<file path="config.mk">
export PLATFORM = sky130hd
export DESIGN_NAME = pwm_ramp_seq
export DESIGN_NICKNAME = d
export VERILOG_FILES = /design/src/rtl/pwm_seq_pkg.sv /design/src/rtl/pwm_prog_store.sv /design/src/rtl/pwm_instr_decode.sv /design/src/rtl/pwm_ramp_exec.sv /design/src/rtl/pwm_ramp_seq.sv
export SDC_FILE = /design/constraint.sdc
export NUM_CORES = 1
export LEC_CHECK = 0
export ABC_AREA = 1
export ABC_CLOCK_PERIOD_IN_PS = 2300
export BUFFER_PORTS_ARGS = -buffer_cell sky130_fd_sc_hd__buf_2
export CORE_ASPECT_RATIO = 0.9
export CORE_MARGIN = 10
export CORE_UTILIZATION = 40
export DETAILED_ROUTE_END_ITERATION = 10
export HOLD_SLACK_MARGIN = 0.08
export SLEW_MARGIN = 20
export SYNTH_ARGS = -nofsm -noshare
export SYNTH_HDL_FRONTEND = slang
export SYNTH_SLANG_ARGS = --single-unit
</file>
<file path="constraint.sdc">
create_clock -name clk -period 2.3 [get_ports clk]
set_input_delay 0.115 -clock clk [delete_from_list [all_inputs] [get_ports clk]]
set_output_delay 0.115 -clock clk [all_outputs]
set_load 0.1 [all_outputs]
</file>
<file path="src/rtl/pwm_seq_pkg.sv">
package pwm_seq_pkg;

  localparam int BYTE_W   = 8;
  localparam int WORD_W   = 2 * BYTE_W;
  localparam int STEPS_W  = 7;
  localparam int STIME_W  = 6;
  localparam int PSC_SH   = 9;
  localparam int PER_W    = STIME_W + PSC_SH;

  localparam logic [WORD_W-1:0] W_HOME = 16'h0000;
  localparam logic [WORD_W-1:0] W_OFF  = 16'h007F;
  localparam logic [WORD_W-1:0] W_ON   = 16'h00FF;

  typedef enum logic [2:0] {
    OP_NOP,
    OP_HOME,
    OP_OFF,
    OP_ON,
    OP_RAMP
  } op_e;

  typedef struct packed {
    op_e                  op;
    logic                 down;
    logic [STEPS_W-1:0]   steps;
    logic [STIME_W-1:0]   stime;
    logic                 slow;
  } instr_t;

endpackage

</file>
<file path="src/rtl/pwm_prog_store.sv">
module pwm_prog_store
  import pwm_seq_pkg::*;
#(
  parameter int DEPTH = 64
) (
  input  logic                     clk,
  input  logic                     rst_ni,
  input  logic                     load_ok,
  input  logic                     wr_valid,
  input  logic [BYTE_W-1:0]        wr_byte,
  input  logic [$clog2(DEPTH)-1:0] rd_addr,
  output logic [WORD_W-1:0]        rd_word
);

  localparam int AW = $clog2(DEPTH);

  logic [AW:0]         ptr_q, ptr_d;
  logic [BYTE_W-1:0]   hi_q, hi_d;
  logic                we;
  logic [WORD_W-1:0]   mem [DEPTH];

  always_comb begin
    ptr_d = ptr_q;
    hi_d  = hi_q;
    we    = 1'b0;
    if (!load_ok) begin
      ptr_d = '0;
    end else if (wr_valid) begin
      ptr_d = ptr_q + 1'b1;
      if (!ptr_q[0]) hi_d = wr_byte;
      else           we   = 1'b1;
    end
  end

  always_ff @(posedge clk or negedge rst_ni) begin
    if (!rst_ni) begin
      ptr_q <= '0;
      hi_q  <= '0;
    end else begin
      ptr_q <= ptr_d;
      hi_q  <= hi_d;
    end
  end

  always_ff @(posedge clk) begin
    if (we) mem[ptr_q[AW:1]] <= {hi_q, wr_byte};
  end

  assign rd_word = mem[rd_addr];

endmodule

</file>
<file path="src/rtl/pwm_instr_decode.sv">
module pwm_instr_decode
  import pwm_seq_pkg::*;
(
  input  logic [WORD_W-1:0] word,
  output instr_t            ins
);

  always_comb begin
    ins.op    = OP_NOP;
    ins.down  = word[7];
    ins.steps = word[STEPS_W-1:0];
    ins.stime = word[8 +: STIME_W];
    ins.slow  = word[14];
    if (word == W_HOME)
      ins.op = OP_HOME;
    else if (word == W_OFF)
      ins.op = OP_OFF;
    else if (word == W_ON)
      ins.op = OP_ON;
    else if (word[15])
      ins.op = word[13] ? OP_HOME : OP_NOP;
    else if ((|word[8 +: STIME_W]) && (|word[STEPS_W-1:0]))
      ins.op = OP_RAMP;
  end

endmodule

</file>
<file path="src/rtl/pwm_ramp_exec.sv">
module pwm_ramp_exec
  import pwm_seq_pkg::*;
#(
  parameter int AW    = 6,
  parameter int LVL_W = 8
) (
  input  logic             clk,
  input  logic             rst_ni,
  input  logic             run,
  input  logic             tick,
  input  instr_t           ins,
  output logic [AW-1:0]    pc,
  output logic [LVL_W-1:0] level,
  output logic             force_on,
  output logic             force_off
);

  logic [AW-1:0]      pc_q, pc_d;
  logic [LVL_W-1:0]   lvl_q, lvl_d;
  logic               ramp_q, ramp_d;
  logic               down_q, down_d;
  logic [STEPS_W-1:0] steps_q, steps_d;
  logic [PER_W-1:0]   per_q, per_d;
  logic [PER_W-1:0]   tc_q, tc_d;
  logic               fon_q, fon_d;
  logic               foff_q, foff_d;
  logic [PER_W-1:0]   new_per;

  assign new_per = ins.slow ? {ins.stime, {PSC_SH{1'b0}}}
                            : {{PSC_SH{1'b0}}, ins.stime};

  always_comb begin
    pc_d    = pc_q;
    lvl_d   = lvl_q;
    ramp_d  = ramp_q;
    down_d  = down_q;
    steps_d = steps_q;
    per_d   = per_q;
    tc_d    = tc_q;
    fon_d   = fon_q;
    foff_d  = foff_q;
    if (!run) begin
      pc_d   = '0;
      lvl_d  = '0;
      ramp_d = 1'b0;
      tc_d   = '0;
      fon_d  = 1'b0;
      foff_d = 1'b0;
    end else if (ramp_q) begin
      if (tick) begin
        if (tc_q == per_q - PER_W'(1)) begin
          tc_d    = '0;
          steps_d = steps_q - 1'b1;
          if (down_q) lvl_d = (lvl_q == '0) ? lvl_q : lvl_q - 1'b1;
          else        lvl_d = (lvl_q == '1) ? lvl_q : lvl_q + 1'b1;
          if (steps_q == STEPS_W'(1)) begin
            ramp_d = 1'b0;
            pc_d   = pc_q + 1'b1;
          end
        end else begin
          tc_d = tc_q + 1'b1;
        end
      end
    end else begin
      unique case (ins.op)
        OP_HOME: pc_d = '0;
        OP_OFF: begin
          foff_d = 1'b1;
          fon_d  = 1'b0;
          pc_d   = pc_q + 1'b1;
        end
        OP_ON: begin
          fon_d  = 1'b1;
          foff_d = 1'b0;
          pc_d   = pc_q + 1'b1;
        end
        OP_RAMP: begin
          ramp_d  = 1'b1;
          down_d  = ins.down;
          steps_d = ins.steps;
          per_d   = new_per;
          tc_d    = '0;
          fon_d   = 1'b0;
          foff_d  = 1'b0;
        end
        default: pc_d = pc_q + 1'b1;
      endcase
    end
  end

  always_ff @(posedge clk or negedge rst_ni) begin
    if (!rst_ni) begin
      pc_q    <= '0;
      lvl_q   <= '0;
      ramp_q  <= 1'b0;
      down_q  <= 1'b0;
      steps_q <= '0;
      per_q   <= '0;
      tc_q    <= '0;
      fon_q   <= 1'b0;
      foff_q  <= 1'b0;
    end else begin
      pc_q    <= pc_d;
      lvl_q   <= lvl_d;
      ramp_q  <= ramp_d;
      down_q  <= down_d;
      steps_q <= steps_d;
      per_q   <= per_d;
      tc_q    <= tc_d;
      fon_q   <= fon_d;
      foff_q  <= foff_d;
    end
  end

  assign pc        = pc_q;
  assign level     = lvl_q;
  assign force_on  = fon_q;
  assign force_off = foff_q;

endmodule

</file>
<file path="src/rtl/pwm_ramp_seq.sv">
module pwm_ramp_seq
  import pwm_seq_pkg::*;
#(
  parameter int DEPTH = 64,
  parameter int CNT_W = 8
) (
  input  logic              clk,
  input  logic              rst_n,
  input  logic              tick,
  input  logic              run_en,
  input  logic              wr_valid,
  input  logic [BYTE_W-1:0] wr_byte,
  output logic              pwm_out
);

  localparam int AW = $clog2(DEPTH);

  logic [1:0]        rsync_q;
  logic              rst_ni;
  logic [CNT_W-1:0]  cnt_q, cnt_d;
  logic              running_q;
  logic [AW-1:0]     pc;
  logic [WORD_W-1:0] word;
  instr_t            ins;
  logic [CNT_W-1:0]  level;
  logic              force_on;
  logic              force_off;

  always_ff @(posedge clk or negedge rst_n) begin
    if (!rst_n) rsync_q <= 2'b00;
    else        rsync_q <= {rsync_q[0], 1'b1};
  end
  assign rst_ni = rsync_q[1];

  always_comb begin
    cnt_d = cnt_q;
    if (tick) cnt_d = cnt_q + 1'b1;
  end

  always_ff @(posedge clk or negedge rst_ni) begin
    if (!rst_ni) begin
      cnt_q     <= '0;
      running_q <= 1'b0;
    end else begin
      cnt_q     <= cnt_d;
      running_q <= run_en;
    end
  end

  pwm_prog_store #(.DEPTH(DEPTH)) store_i (
    .clk      (clk),
    .rst_ni   (rst_ni),
    .load_ok  (!run_en),
    .wr_valid (wr_valid),
    .wr_byte  (wr_byte),
    .rd_addr  (pc),
    .rd_word  (word)
  );

  pwm_instr_decode dec_i (
    .word (word),
    .ins  (ins)
  );

  pwm_ramp_exec #(.AW(AW), .LVL_W(CNT_W)) exec_i (
    .clk       (clk),
    .rst_ni    (rst_ni),
    .run       (run_en),
    .tick      (tick),
    .ins       (ins),
    .pc        (pc),
    .level     (level),
    .force_on  (force_on),
    .force_off (force_off)
  );

  assign pwm_out = running_q & (force_on | (!force_off & (level > cnt_q)));

endmodule

</file>
**After elaboration in Yosys (flattened, before gate mapping)**

Memories as Yosys holds them, arrays and structs flattened.
Cells that the tools add are included.

- Add/sub/neg operators: 8
- $lt $le $gt $ge: 1
- Eq/ne operators: 24
- Mux-type cells: 48
- Bitwise logic cells: 6
- Reductions and logical operators: 18

Operators with widths:

| cell | count |
|---|---|
| 15-bit 2-to-1 mux | 6 |
| 8-bit 2-to-1 mux | 7 |
| 7-bit 2-to-1 mux | 6 |
| 6-bit 2-to-1 mux | 5 |
| 8-bit by 1-bit adder with 8-bit output (second input constant) | 2 |
| 16-bit by 7-bit == test with 1-bit output (second input constant) | 1 |
| 16-bit by 8-bit == test with 1-bit output (second input constant) | 1 |
| 16-bit logical NOT | 1 |
| 1-bit 2-to-1 mux | 16 |
| 15-bit by 1-bit adder with 15-bit output (second input constant) | 1 |
| 15-bit == test | 1 |
| 3-bit 2-to-1 mux | 5 |
| 15-bit by 1-bit subtractor with 15-bit output (second input constant) | 1 |
| 3-bit by 2-bit != test with 1-bit output (second input constant) | 4 |
| 3-bit != test (second input constant) | 4 |
| 6-bit case mux with 2 select lines | 1 |
| 8-bit == test (second input constant) | 1 |
| 8-bit greater-than comparator | 1 |
| 8-bit logical NOT | 1 |
| 2-bit != test (second input constant) | 4 |
| 4-bit AND reduction | 2 |
| 8-bit by 1-bit subtractor with 8-bit output (second input constant) | 1 |
| 7-bit by 1-bit adder with 7-bit output (second input constant) | 1 |
| 7-bit by 1-bit == test with 1-bit output (second input constant) | 1 |
| 20 further kinds | 31 |

- Register bits: 81
- Bits in writable memories: 1024
- Output and inout bits: 1
- Word-level logic and storage cells: 120
- Memories kept: 1

Memories:

| memory | depth | width | rd ports | clocked after memory_dff | write ports | line | RTL |
|---|---|---|---|---|---|---|---|
| store_i.mem | 64 | 16 | 1 | 0 | 1 | pwm_prog_store.sv:20 | `logic [WORD_W-1:0] mem [DEPTH];` |

**Depth between registers and ports, before layout**

An unclocked memory read counts as a cell.

- Depth after elaboration: 13
- Mapped depth: 21
- Depth with buffers taken out: 20

**Cells and area by module**

From an unflattened synthesis, not the netlist that was laid out.

- Cell total of the unflattened synthesis: 4184
- Area total of the unflattened synthesis: 46876.2 um2

Modules (own cells, without submodules):

| module | instances | cells each | area an instance (um2) | sequential area each (um2) |
|---|---|---|---|---|
| pwm_prog_store | 1 | 3553 | 42363.1 | 31124.9 |
| pwm_ramp_exec | 1 | 501 | 3568.4 | 1301.2 |
| pwm_ramp_seq | 1 | 80 | 678.2 | 275.3 |
| pwm_instr_decode | 1 | 50 | 266.5 | 0.0 |

**Least setup slack after synthesis**

Ideal clock, no wire load.

- Path type: register -> register
- Start: register exec_i.per_q[0]
- End: register exec_i.steps_q[0]
- Data arrival time: 2.232 ns
- Path slack: -0.049 ns
- Stages on the path, launching flop included: 15
- Period minus slack after synthesis: 2.349 ns
- Cells stage by stage: dfrtp_1 inv_1 ha_1 nand3_1 nor2_2 inv_1 o21ai_1 a21o_1 nand2_1 nor3_1 nand3_1 mux2i_4 nand2_2 nand2_1 nand2_1

- Word-level cells in the longest chain between the ends: 4

RTL lines:

| element | line | RTL |
|---|---|---|
| start: declaration | pwm_ramp_exec.sv:23 | `logic [PER_W-1:0] per_q, per_d;` |
| start signal: assignment | pwm_ramp_exec.sv:108 | `per_q <= per_d;` |
| 15-bit by 1-bit subtractor with 15-bit output | pwm_ramp_exec.sv:51 | `if (tc_q == per_q - PER_W'(1)) begin` |
| 15-bit == test | pwm_ramp_exec.sv:51 |  |
| 2-bit != test (no line) | n/a |  |
| 4-bit AND reduction (no line) | n/a |  |
| end signal: assignment | pwm_ramp_exec.sv:107 | `steps_q <= steps_d;` |
| end: declaration | pwm_ramp_exec.sv:22 | `logic [STEPS_W-1:0] steps_q, steps_d;` |

No other way between the ends.
A chain may end at the register's enable or synchronous reset.

**Worst setup path after layout**

- Start: register exec_i.pc_q[0] (netlist: exec_i.pc[0])
- End: register exec_i.pc_q[1] (netlist: exec_i.pc[1])

- Word-level cells in the longest chain between the ends: 12
- Elaborated cells on any way between the ends: 24
- Classes of those cells: 1 x add/sub; 5 x eq/ne; 12 x mux; 5 x reduce/logical; 1 x memory

RTL lines:

| element | line | RTL |
|---|---|---|
| start: declaration | pwm_ramp_exec.sv:18 | `logic [AW-1:0] pc_q, pc_d;` |
| start signal: assignment | pwm_ramp_exec.sv:103 | `pc_q <= pc_d;` |
| memory read 64 x 16 bit | n/a |  |
| 7-bit OR reduction or 6-bit OR reduction (tied branches) | pwm_instr_decode.sv:22 | `else if ((\|word[8 +: STIME_W]) && (\|word[STEPS_W-1:0]))` |
| 1-bit logical AND | pwm_instr_decode.sv:22 |  |
| 3-bit 2-to-1 mux | pwm_instr_decode.sv:22 |  |
| 3-bit 2-to-1 mux | pwm_instr_decode.sv:20 | `else if (word[15])` |
| 3-bit 2-to-1 mux | pwm_instr_decode.sv:18 | `else if (word == W_ON)` |
| 3-bit 2-to-1 mux | pwm_instr_decode.sv:16 | `else if (word == W_OFF)` |
| 3-bit 2-to-1 mux | pwm_instr_decode.sv:14 | `if (word == W_HOME)` |
| 3-bit == test or 3-bit by 1-bit == test with 1-bit output (tied branches) | pwm_ramp_exec.sv:65 | `unique case (ins.op)` |
| 6-bit case mux with 2 select lines | pwm_ramp_exec.sv:65 |  |
| 6-bit 2-to-1 mux | pwm_ramp_exec.sv:49 | `end else if (ramp_q) begin` |
| 6-bit 2-to-1 mux | pwm_ramp_exec.sv:42 | `if (!run) begin` |

Several ways; a longest one is shown, not always the timed one. The select of a mux whose other input is x is not followed.

==> metrics.txt <==
status=finished with violations; failing checks=setup timing; Worst EP arrival=3660 ps; pin count of the biggest net entering global routing=66; Pwr Total=60700 uW; DIE AREA=0.130 mm2; Layout Cell Area excl Fill=0.0557 mm2; worst setup margin=-764 ps; Fmax=0.326 GHz; hold path start=run_en; Crit Path Class=reg -> reg; Worst Max-Slew Pin Slew=810 ps; Min-Delay Path Class=in -> reg; Critical Path Source=exec_i.pc[0]; Synth Cell Area=0.0463 mm2; initial antenna violation count=3; CP required=2900 ps; Top-Level Pins=14; CP endpoint=exec_i.pc[1]; die height=343 um; routability cong.=0.934; reg-to-reg slack, setup=-760 ps; Synth cell types=43; vias in the first global route=31.1k; reg-to-reg critical path startpoint=exec_i.pc[0]; Final Max Tran Viols=0; EDFF count, synth=1024; Worst-Skew Late Latency=710 ps; share of layout cells above drive strength 1=16.1%; DP Cell Count=5836; Synth Flop Type=edfxtp_1; Layout Cells excl Fill=6064; gr ovfl total=0; DR iter-0 viols=3324; Slew HR=46.0%; Via density=5.35; final period utilization=133%; Clock power frac=28.5%; Post-route DRC=0; Seq pwr share=38.4%; area leader, netlist=edfxtp_1; Area contributors post-synth=edfxtp_1 (66%), nand2_1 (13%), nand3_1 (7.1%), dfrtp_1 (4.2%), a21oi_1 (1.6%); RSZ-0062 raised after global routing=true; total core area=0.115 mm2; synth cell count leaders=nand2_1 (1626), edfxtp_1 (1024), nand3_1 (657); LEAKAGE=0.0213 uW; hold_ws=202 ps; Core Rows=118; Synth Instances=4184; Tmin final=3060 ps; clock transition at the registers of the reported paths=60 ps; yosys warns=0; async set-or-reset flop fraction in the synthesized netlist=7.08%; CTS tree=built; sequential cell area fraction in the yosys report=70.6%; post-route ant nets=0; DIE WIDTH=379 um; worst-path fanout max=14; top-count cell post-synth=nand2_1; critical path capture point type=flop; # setup viols final=53; Nets=4515; Critical Path Start Type=flop; R2R cell count=20; r2r endpoint=exec_i.pc[1]; Syn Nets=4219; combinational share of power=33.1%; Max H-tree Level=3; IO buf count=13; Synth Register Bits=1102; CTS Buf Count=107; Post-Route WL=134 mm; dpl cell area=0.0510 mm2; VDD IR max=0.000784 V; Final Skew=22.7 ps; Synth top area share=66.4%; Int Pwr=39900 uW; mean post-synth cell area=11.1 um2; clock sink count=1102; MaxCap Viol Count=0; endpoints failing hold=0; First-pass DRT Iterations=6; GRT Total Usage=20.2%; synthesis-to-layout area growth=20.3%; antenna cells=0; vias=32.4k; Net Sw Frac=34.2%; first-pass GRT wire length=199 mm; Clock Root Buffer=clkbuf_16; detailed-route wire length per cell=22.2 um; post-DP HPWL=80.7 mm; CTS max path bufs=3; Sw Pwr=20800 uW; initial core utilization=40.3%; Pwr Density=1090 mW/mm2
[power groups by stage]
stage,registers [uW],logic [uW],clock network [uW]
6_report,23300,20100,17300
5_1_grt,23400,21800,18300
4_1_cts,23300,19500,17500
3_5_place_dp,23700,18000,0
3_3_place_gp,23700,17900,0
2_1_floorplan,23700,10300,0
[cell families (layout without fill, tap and decap cells)]
logic type	after synthesis	in the layout	synth area share (%)
XOR/XNOR	43	43	0.813
flip-flops	1102	1102	70.6
adder cells (fa/ha/maj)	22	22	0.610
other	1	1	0.00810
AND/OR/NAND/NOR	2476	2476	22.2
multiplexers	10	10	0.267
AO/OA/AOI/OAI	219	219	2.43
buffers and inverters	311	691	3.04
[placed cells by master (no fill, tap or decap), types with 29 or more instances in the layout]
| master | Yosys | routed |
|---|---|---|
| dfrtp_1 | 78 | 64 |
| clkbuf_16 | 0 | 111 |
| buf_4 | 12 | 282 |
| o21ai_0 | 43 | 39 |
| nand2_1 | 1626 | 1608 |
| a21oi_1 | 151 | 141 |
| nor2_1 | 119 | 101 |
| xor2_1 | 38 | 38 |
| buf_12 | 0 | 71 |
| nand3_1 | 657 | 571 |
| nand3_2 | 1 | 74 |
| inv_1 | 76 | 71 |
| edfxtp_1 | 1024 | 1024 |
| clkbuf_1 | 50 | 29 |
[routing by layer]
metal  share of wire (%)  track usage [%]
met1                  43             28.5
met5                   0                0
met3                 8.3             4.00
met4                 2.5             5.33
met2                  46             31.7
[sequential cells by signal, indices dropped and copies added, names as in the netlist]
signal,flops
exec_i.steps_q,7
exec_i.down_q,1
exec_i.ramp_q,1
exec_i.per_q,12
running_q,1
exec_i.level,8
store_i.hi_q,8
exec_i.force_off,1
exec_i.force_on,1
rsync_q,2
store_i.ptr_q,7
cnt_q,8
store_i.mem,1024
exec_i.tc_q,15
exec_i.pc,6
[layout make-up]
cell class	count	area, um2
fill	10168	59300
sequential	1102	32700
multi-input combinational	2771	12900
timing repair buffer	413	4440
clock buffer	143	2910
tap	1500	1880
clock inverter	50	484
inverter	84	338
timing repair inverter	1	8.76
[worst min path at each step]
stage	slack (ps)	end	depth (start not counted)
after floorplan	-180	rsync_q[0]	0
after global placement	-100	rsync_q[0]	1
after detailed placement	-100	rsync_q[0]	1
after CTS	170	running_q	2
after global routing	200	running_q	2
final	200	running_q	2
[through the flow]
step / worst slack, ps / util, % / setup TNS, ps
2_1_floorplan: 16.2 / - / 0
3_3_place_gp: -1020 / 44.3 / -42520
3_5_place_dp: -1050 / 44.3 / -43050
4_1_cts: -666 / 48.2 / -26740
5_1_grt: -857 / 48.4 / -36660
6_report: -764 / 48.4 / -30320
[critical path, stage by stage, from the launching register on]
cell	delay, ps
dfrtp_4	570
buf_12	200
buf_4	160
buf_12	140
buf_6	140
nand2_1	60
nand3_1	70
nand3_1	90
nand3_2	140
nand3_4	130
nand3_4	110
nand2_1	80
nand2_1	90
nor2_4	170
nand2_2	110
nand3_4	100
nand2_1	120
nor2_2	150
nand2_2	120
nand3_1	100
nand2_1	60
[timing repair]
action | in CTS | in global routing
hold buffers | 13 | 0
endpoints found under the hold margin | 345 | 0
pin swaps | 19 | 11
gates cloned | 8 | 2
resized for setup | 132 | 54
setup buffers | 11 | 1
endpoints found under the setup margin | 53 | 66
No activity file was read; power rests on OpenSTA's default activity.
